==> src/rtl/cfgdec_pkg.sv <==
package cfgdec_pkg;
  localparam int REG_AW      = 3;
  localparam int SIZE_W      = 5;
  localparam int SIZE_LSB    = 16;
  localparam int EN_BIT      = 0;
  localparam logic [SIZE_W-1:0] SIZE_RST = 5'd12;

  localparam logic [REG_AW-1:0] IDX_CAP     = 3'd0;
  localparam logic [REG_AW-1:0] IDX_CTRL    = 3'd1;
  localparam logic [REG_AW-1:0] IDX_BASE_LO = 3'd2;
  localparam logic [REG_AW-1:0] IDX_BASE_HI = 3'd3;
  localparam logic [REG_AW-1:0] IDX_LINK    = 3'd4;
endpackage

==> src/rtl/cfgdec_regs.sv <==
module cfgdec_regs
  import cfgdec_pkg::*;
(
  input  logic              clk,
  input  logic              rst_n,
  input  logic              we,
  input  logic [REG_AW-1:0] addr,
  input  logic [31:0]       wdata,
  output logic [31:0]       rdata,
  input  logic [1:0]        link_stat,
  output logic              win_en,
  output logic [SIZE_W-1:0] win_size,
  output logic [63:0]       win_base
);
  logic              en_q, en_d;
  logic [SIZE_W-1:0] size_q, size_d;
  logic [31:0]       lo_q, lo_d, hi_q, hi_d;

  // next-state
  always_comb begin
    en_d   = en_q;
    size_d = size_q;
    lo_d   = lo_q;
    hi_d   = hi_q;
    if (we) begin
      unique case (addr)
        IDX_CTRL: begin
          en_d   = wdata[EN_BIT];
          size_d = wdata[SIZE_LSB +: SIZE_W];
        end
        IDX_BASE_LO: lo_d = wdata;
        IDX_BASE_HI: hi_d = wdata;
        default: ;
      endcase
    end
  end

  // state (R8 / R10 reset values)
  always_ff @(posedge clk or negedge rst_n) begin
    if (!rst_n) begin
      en_q   <= 1'b0;
      size_q <= SIZE_RST;
      lo_q   <= '0;
      hi_q   <= '0;
    end else begin
      en_q   <= en_d;
      size_q <= size_d;
      lo_q   <= lo_d;
      hi_q   <= hi_d;
    end
  end

  // read mux
  always_comb begin
    rdata = '0;
    unique case (addr)
      IDX_CAP:     rdata[0] = 1'b1;
      IDX_CTRL: begin
        rdata[EN_BIT]              = en_q;
        rdata[SIZE_LSB +: SIZE_W]  = size_q;
      end
      IDX_BASE_LO: rdata = lo_q;
      IDX_BASE_HI: rdata = hi_q;
      IDX_LINK:    rdata[1:0] = link_stat;
      default:     rdata = '0;
    endcase
  end

  assign win_en   = en_q;
  assign win_size = size_q;
  assign win_base = {hi_q, lo_q};
endmodule

==> src/rtl/cfgdec_xlate.sv <==
module cfgdec_xlate #(
  parameter int BUS_W    = 8,
  parameter int DEVFN_W  = 8,
  parameter int REG_W    = 12,
  parameter int SIZE_W   = 5,
  parameter int ROOT_BUS = 0,
  localparam int OFF_W   = BUS_W + DEVFN_W + REG_W
) (
  input  logic               en,
  input  logic [SIZE_W-1:0]  size,
  input  logic [63:0]        base,
  input  logic               link_up,
  input  logic [BUS_W-1:0]   bus,
  input  logic [DEVFN_W-1:0] devfn,
  input  logic [REG_W-1:0]   off,
  input  logic               rd,
  output logic               ok,
  output logic [OFF_W-1:0]   offset,
  output logic [63:0]        addr
);
  localparam logic [BUS_W-1:0] ROOT = BUS_W'(ROOT_BUS);

  logic [OFF_W-1:0] raw_off;
  logic [63:0]      raw_addr;
  logic             on_root, bad_root, bad_link, bad_range;

  always_comb begin
    raw_off   = {bus, devfn, off};
    raw_addr  = base + 64'(raw_off);
    on_root   = (bus == ROOT);
    bad_root  = on_root && (devfn != '0);
    bad_link  = !on_root && !link_up;
    bad_range = (bus > BUS_W'(size));
    ok        = en && !bad_root && !bad_link && !bad_range;
    if (ok) begin
      offset = raw_off;
      addr   = raw_addr;
    end else if (rd) begin
      offset = '1;
      addr   = '1;
    end else begin
      offset = '0;
      addr   = '0;
    end
  end
endmodule

==> src/rtl/cfg_space_decoder.sv <==
module cfg_space_decoder
  import cfgdec_pkg::*;
#(
  parameter int BUS_W    = 8,
  parameter int DEVFN_W  = 8,
  parameter int REG_W    = 12,
  parameter int ROOT_BUS = 0,
  localparam int OFF_W   = BUS_W + DEVFN_W + REG_W
) (
  input  logic               clk,
  input  logic               rst_n,
  input  logic               reg_we,
  input  logic [REG_AW-1:0]  reg_addr,
  input  logic [31:0]        reg_wdata,
  output logic [31:0]        reg_rdata,
  input  logic [1:0]         link_stat,
  input  logic               req_vld,
  input  logic               req_rd,
  input  logic [BUS_W-1:0]   req_bus,
  input  logic [DEVFN_W-1:0] req_devfn,
  input  logic [REG_W-1:0]   req_off,
  output logic               rsp_vld,
  output logic               rsp_ok,
  output logic               rsp_err,
  output logic [OFF_W-1:0]   rsp_offset,
  output logic [63:0]        rsp_addr,
  output logic [BUS_W-1:0]   last_bus
);
  logic              win_en;
  logic [SIZE_W-1:0] win_size;
  logic [63:0]       win_base;
  logic              x_ok;
  logic [OFF_W-1:0]  x_off;
  logic [63:0]       x_addr;

  cfgdec_regs u_regs (
    .clk(clk), .rst_n(rst_n), .we(reg_we), .addr(reg_addr),
    .wdata(reg_wdata), .rdata(reg_rdata), .link_stat(link_stat),
    .win_en(win_en), .win_size(win_size), .win_base(win_base)
  );

  cfgdec_xlate #(
    .BUS_W(BUS_W), .DEVFN_W(DEVFN_W), .REG_W(REG_W),
    .SIZE_W(SIZE_W), .ROOT_BUS(ROOT_BUS)
  ) u_xlate (
    .en(win_en), .size(win_size), .base(win_base), .link_up(link_stat[0]),
    .bus(req_bus), .devfn(req_devfn), .off(req_off), .rd(req_rd),
    .ok(x_ok), .offset(x_off), .addr(x_addr)
  );

  // result stage: next-state
  logic             vld_d, ok_d, err_d;
  logic [OFF_W-1:0] off_d;
  logic [63:0]      addr_d;
  logic             ld;

  always_comb begin
    ld     = req_vld;
    vld_d  = req_vld;
    ok_d   = req_vld && x_ok;
    err_d  = req_vld && !x_ok;
    off_d  = rsp_offset;
    addr_d = rsp_addr;
    if (ld) begin
      off_d  = x_off;
      addr_d = x_addr;
    end
  end

  always_ff @(posedge clk or negedge rst_n) begin
    if (!rst_n) begin
      rsp_vld    <= 1'b0;
      rsp_ok     <= 1'b0;
      rsp_err    <= 1'b0;
      rsp_offset <= '0;
      rsp_addr   <= '0;
    end else begin
      rsp_vld    <= vld_d;
      rsp_ok     <= ok_d;
      rsp_err    <= err_d;
      rsp_offset <= off_d;
      rsp_addr   <= addr_d;
    end
  end

  assign last_bus = BUS_W'(win_size);

  // assertions
  a_r7_vld_after_req: assert property (@(posedge clk) disable iff (!rst_n)
    req_vld |=> rsp_vld);
  a_r7_no_spurious_vld: assert property (@(posedge clk) disable iff (!rst_n)
    !req_vld |=> !rsp_vld);
  a_r7_flags_quiet: assert property (@(posedge clk) disable iff (!rst_n)
    !rsp_vld |-> (!rsp_ok && !rsp_err));
  a_r6_one_verdict: assert property (@(posedge clk) disable iff (!rst_n)
    rsp_vld |-> $countones({rsp_ok, rsp_err}) == 1);
  a_r2_root_devfn: assert property (@(posedge clk) disable iff (!rst_n)
    (req_vld && req_bus == BUS_W'(ROOT_BUS) && req_devfn != '0) |=> rsp_err);
  a_r3_link_down: assert property (@(posedge clk) disable iff (!rst_n)
    (req_vld && req_bus != BUS_W'(ROOT_BUS) && !link_stat[0]) |=> rsp_err);
  a_r4_range: assert property (@(posedge clk) disable iff (!rst_n)
    (req_vld && req_bus > last_bus) |=> rsp_err);
  a_r5_disabled: assert property (@(posedge clk) disable iff (!rst_n)
    (req_vld && !win_en) |=> rsp_err);
  a_r6_rd_fill: assert property (@(posedge clk) disable iff (!rst_n)
    (req_vld && req_rd) |=> (rsp_err |-> (&rsp_offset)));
endmodule

==> config.mk <==
export PLATFORM = sky130hd
export DESIGN_NAME = cfg_space_decoder
export DESIGN_NICKNAME = d
export VERILOG_FILES = /design/src/rtl/cfgdec_pkg.sv /design/src/rtl/cfgdec_regs.sv /design/src/rtl/cfgdec_xlate.sv /design/src/rtl/cfg_space_decoder.sv
export SDC_FILE = /design/constraint.sdc
export NUM_CORES = 1
export LEC_CHECK = 0
export BUFFER_PORTS_ARGS = -buffer_cell sky130_fd_sc_hd__clkbuf_2
export CORE_MARGIN = 4
export CORE_UTILIZATION = 55
export CTS_CLUSTER_SIZE = 10
export DETAILED_ROUTE_END_ITERATION = 10
export HOLD_SLACK_MARGIN = 0.02
export PLACE_DENSITY = 0.8
export SYNTH_ARGS = -nofsm -noshare
export SYNTH_HDL_FRONTEND = slang
export SYNTH_SLANG_ARGS = --single-unit
==> constraint.sdc <==
create_clock -name clk -period 3.2 [get_ports clk]
set_input_delay 0.32 -clock clk [delete_from_list [all_inputs] [get_ports clk]]
set_output_delay 0.32 -clock clk [all_outputs]
set_load 0.02 [all_outputs]
======== After elaboration in Yosys (flattened, before gate mapping) ========
Cells that the tools add are included.
word-level totals
  flip-flop bits (word level) ............. 165
  input port bits ......................... 70
  output and inout port bits .............. 135
operators by class
  order comparisons ....................... 1
  $add $sub $neg .......................... 1
  eq/ne operators ......................... 4
  reduce and logical (&&, ||, !) cells .... 19
  multiplexer cells ....................... 9
operators by type and width
  cell                number
  $mux 64             2
  $add 64x28->64      1
  $mux 28             2
  $pmux 14 s2         1
  $pmux 11 s2         1
  $pmux 5 s3          1
  $gt 8x5->1          1
  $logic_not 8->1     1
  $reduce_bool 8->1   1
  $logic_and 1x1->1   7
  $eq 3x2->1 const B  2
  $logic_not 1->1     6
  $reduce_and 2->1    3
  $pmux 1 s5          1
  $eq 3x1->1 const B  1
  $eq 3x3->1 const B  1
  $logic_not 3->1     1
  $pmux 1 s3          1

======== Longest topological paths before layout ========
  depth after elaboration ................. 8
  mapped depth ............................ 13
  depth with buffers taken out ............ 11

======== Hierarchy ========
Synthesis repeated with hierarchy kept, for this count alone.
second synthesis, totals
  cells, all modules ...................... 960
  area, all modules ....................... 10241.1 µm²
modules (own cells, without submodules)
  module             area an instance (µm²)  cells an instance  seq. area each (µm²)  times used
  cfg_space_decoder  3542.1                  203                2377.3                1
  cfgdec_xlate       3454.6                  545                0.0                   1
  cfgdec_regs        3244.4                  212                1754.2                1

======== Least setup slack after synthesis ========
Ideal clock, no wire load.
  path kind ............................... reg-to-reg
  start point ............................. reg u_regs.lo_q[0]
  end point ............................... reg rsp_addr[56]
  path buffers ............................ 1
  clock period less this slack ............ 2.630 ns
  library setup time ...................... 0.125 ns
  setup slack ............................. 0.570 ns
  data arrival time ....................... 2.506 ns
  cell stages (with the launch flop) ...... 12
  path through ............................ dfrtp_1 -> ha_1 -> fa_1 -> a21o_1 -> a221o_2 -> a31oi_2 -> a21oi_2 -> o211ai_1 -> buf_4 -> nand3b_1 -> o31ai_1 -> nor2_1
between the ends
  cells in the longest elaborated chain, start to end .. 2
ends and longest elaborated chain
  what                    RTL line                 RTL
  from (decl)             cfgdec_regs.sv:17        logic [31:0] lo_q, lo_d, hi_q, hi_d;
  from (signal assigned)  cfgdec_regs.sv:48        lo_q <= lo_d;
  $add 64x28->64          cfgdec_xlate.sv:29       raw_addr = base + 64'(raw_off);
  $mux 64                 cfgdec_xlate.sv:35       if (ok) begin
  to (signal assigned)    cfg_space_decoder.sv:82  rsp_addr <= addr_d;
  to (decl)               cfg_space_decoder.sv:26  output logic [63:0] rsp_addr,
Every way passes these cells.
A chain may end at the register's enable or synchronous reset.

======== Final worst setup path ========
  start point ............................. reg u_regs.lo_q[22]
  end point ............................... reg rsp_addr[63]
The elaborated chain is that of the path after synthesis.

==> results.tsv <==
stage	metric	value	unit
cells_and_area	Fillers	1340	
grt	GR Overflow Total	0	
timing	Slew Limit Fails	0	
worst_setup_path	Max FO, Critical Path	7	
logic_synthesis	Synth area leader	dfrtp_1	
pwr	switching fraction of total power	37.8	%
status	status	completed	
logic_synthesis	FFs w/ async S/R, synth	100	%
place	input/output buffers	201	
min_path	Hold Crit Endpoint	u_regs.lo_q[30]	
logic_synthesis	post-synth top area share	43.6	%
pwr	clock share of power	28.7	%
worst_setup_path	startpoint types	register	
worst_setup_path	CP peak stage delay	0.54	ns
min_path	WHS Path Cells	3	
worst_setup_path	CP Capture Type	register	
worst_setup_path	worst-path cell chain	ha_1, a21oi_1, o21ai_0, a31oi_1, o21bai_1, a2111oi_1, buf_4, nor4_1, xnor2_1, o221ai_1	
cts	Skew-Pair Late Insertion Delay	0.44	ns
run	Max Cap Viol	0	
logic_synthesis	post-synthesis compound-gate area fraction	20.4	%
cts	CTS Root Cell	clkbuf_16	
cts	Post-CTS Repair Setup Buffers	0	
die	Initial Utilization	56.2	%
die	die area	19200	um2
logic_synthesis	Post-synth EDFFs	0	
worst_setup_path	worst-case reg-to-reg path depth	10	
worst_setup_path	r2r setup slk	0.18	ns
grt	first-pass GRT wire length	45800	um
logic_synthesis	XOR/XNOR Fraction of Synth Area	4.21	%
cells_and_area	Nets	1251	
timing	Fmax	331	MHz
logic_synthesis	Adder-Cell Fraction of Synth Area	4.63	%
drt	DR WL/cell	20.9	um
cells_and_area	share of cells above drive strength 1	30.2	%
cells_and_area	Layout area overhead	19.1	%
min_path	class of the worst hold path	in2reg	
cells_and_area	multi-input combinational cell area	4810	um2
drt	DR iter-0 viols	1099	
timing	RSZ-0062 raised after global routing	false	
cts	clock sinks	165	
timing	Setup Skew	0.00887	ns
grt	initial antenna violation count	0	
timing	final setup vio count	0	
drt	DRT Wirelength	28800	um
cells_and_area	most frequent cells in the layout	clkbuf_2 (199), dfrtp_1 (163), a21oi_1 (136)	
cells_and_area	Ant. Diodes	0	
logic_synthesis	synth unique cells	71	
logic_synthesis	mux cell area share after synthesis	8.61	%
die	Die W	138	um
pwr	register share of total power	40.8	%
cts	CTS tree	built	
cells_and_area	commonest non-fill, non-tap cell in the layout	clkbuf_2	
logic_synthesis	main area contributors after synthesis	dfrtp_1 (44%), mux2_2 (8.2%), a21oi_1 (7.3%)	
grt	vias in the first global route	8260	
pwr	Max VDD drop	0.407	mV
pwr	Comb pwr share	30.5	%
logic_synthesis	#FFs+latches synth	165	
timing	Hold WS	0.122	ns
pwr	internal power	4.26	mW
logic_synthesis	Post-synth top flop	dfrtp_1	
timing	Fin. Hold Viols	0	
timing	Worst slew margin	43.7	%
logic_synthesis	largest family of logic cells by synthesized area	compound AO/OA/AOI/OAI gates	
cts	Num CTS Buffers	17	
cts	Clock transition at path regs	0.07	ns
worst_setup_path	RR Startpoint	u_regs.lo_q[22]	
min_path	Hold Startpoint	reg_wdata[30]	
pwr	PwrDens	614	nW/um2
die	die height	138	um
place	DP HPWL	21300	um
logic_synthesis	Netlist Area Pre-Place	9360	um2
drt	Post-route DRC	0	
logic_synthesis	Ys Warns	0	
worst_setup_path	CP required	3.49	ns
timing	Tmin final	3.02	ns
timing	slew of the pin with the lowest slew margin	0.844	ns
logic_synthesis	syn avg cell area	9.69	um2
cells_and_area	Reg area	4130	um2
die	row count	47	
worst_setup_path	critical path type	reg2reg	
grt	largest net degree at the start of global routing	92	
logic_synthesis	Synth Area in Simple Gates	13.3	%
cts	H-Tree Depth	4	
drt	vias	8578	
timing	final worst-path cycle share	94.4	%
pwr	Pleak	5.12	nW
drt	post-route antenna net violation count	0	
worst_setup_path	CP max stage cell	a2111oi_1	
worst_setup_path	r2r endpoint	rsp_addr[63]	
place	gpl congestion	0.966	
logic_synthesis	Seq/Total Area, Yosys	44.1	%
timing	TNS Setup	0	ns
worst_setup_path	WP data arrival	3.31	ns
drt	Via density	6.22	
logic_synthesis	Cells after Synth	966	
die	Ports	205	
grt	Total GRT Usage	30.0	%
pwr	Psw	2.58	mW
cts	clock tree buffer depth	2	
die	core area	16600	um2
drt	DRT Pass-1 Iters	5	
## kinds of logic (layout without fill, tap and decap cells)
family	count (synthesis)	after routing
buffers and inverters	104	296
flip-flops	165	165
XOR/XNOR	45	45
AO/OA/AOI/OAI	306	306
AND/OR/NAND/NOR	239	239
adder cells (fa/ha/maj)	34	34
other	1	3
multiplexers	72	72
## layout make-up
class / instances / area share, %
clock buffer: 19 / 3.97
tap: 220 / 2.47
inverter: 38 / 1.28
sequential: 165 / 37.1
clock inverter: 13 / 1.01
multi-input combinational: 699 / 43.2
timing repair buffer: 226 / 11.0
## synth_stat cells, types with 5 or more instances
library cell  count
mux2_2           68
and3_1            8
o21ai_0          51
inv_1            38
and2_1            7
a21o_1           19
o221ai_1         17
nand3_1          26
nand3b_1          5
nor3_1            7
clkbuf_1         39
a211oi_1          5
buf_2            17
o21bai_1          5
a22o_1           25
nor4_1           10
a31oi_1           5
a21oi_1         136
nor2_1           72
o211ai_1          8
dfrtp_1         163
xor2_1           18
nand4_1          14
xnor2_1          27
buf_4             6
a22oi_1           7
ha_1             33
nand2_1          51
## flip-flops by register name, indices dropped and copies added (netlist names)
name             cells
u_regs.win_size      5
u_regs.lo_q         32
rsp_addr            64
rsp_vld              1
u_regs.win_en        1
rsp_offset          28
u_regs.hi_q         32
rsp_ok               1
rsp_err              1
## worst max-delay path, delay by kind of cell, from the launching register on
| family | cells | cell delay (ns) |
|---|---|---|
| AOI/OAI and AO/OA | 6 | 1.49 |
| DFF | 1 | 0.44 |
| buffers and inverters | 1 | 0.20 |
| xor gates and xnor gates | 1 | 0.28 |
| and+or+nand+nor | 1 | 0.05 |
| adders and majority gates | 1 | 0.42 |
## how the worst max path moves through the flow
stage	end	startpoint	cells after the start
after floorplan	rsp_addr[56]	u_regs.lo_q[0]	11
after global placement	rsp_addr[63]	req_bus[2]	11
after detailed placement	rsp_addr[63]	req_bus[2]	11
after CTS	rsp_addr[63]	u_regs.lo_q[9]	10
after global routing	rsp_addr[63]	u_regs.lo_q[22]	10
final	rsp_addr[63]	u_regs.lo_q[22]	10
## power by group through the flow
stage               sequential (mW)  clock, mW  combinational, mW
floorplan                      2.80          0               1.28
global placement               2.80          0               2.00
detailed placement             2.81          0               2.03
CTS                            2.78       1.98               2.05
global route                   2.82       2.08               2.26
finish                         2.79       1.96               2.08
## what timing repair did
item	4_1_cts	5_1_grt
resized for setup	0	1
endpoints found under the setup margin	0	1
endpoints found under the hold margin	69	0
hold buffers	1	0
## stage by stage
step           total power [mW]  instances  util (%)  setup WS [ns]  area [um2]
5_1_grt                    7.16       1380      67.0         0.0292       11100
6_report                   6.84       1380      67.0          0.181       11100
3_3_place_gp               4.80       1347      63.6          0.135       10600
4_1_cts                    6.82       1380      67.0          0.216       11100
3_5_place_dp               4.84       1347      63.6          0.202       10600
2_1_floorplan              4.08        968         -          0.570        9370
## routing by layer
metal | wire, um | part of all wire [%] | up-vias | global-route usage, %
met2 | 13000 | 45 | 470 | 45.2
met1 | 12300 | 43 | 4167 | 43.0
li1 | - | - | 3882 | -
met5 | 0 | 0 | - | 0
met4 | 723 | 2.5 | 0 | 9.46
met3 | 2800 | 9.7 | 59 | 7.29
No activity file was read; power rests on OpenSTA's default activity.
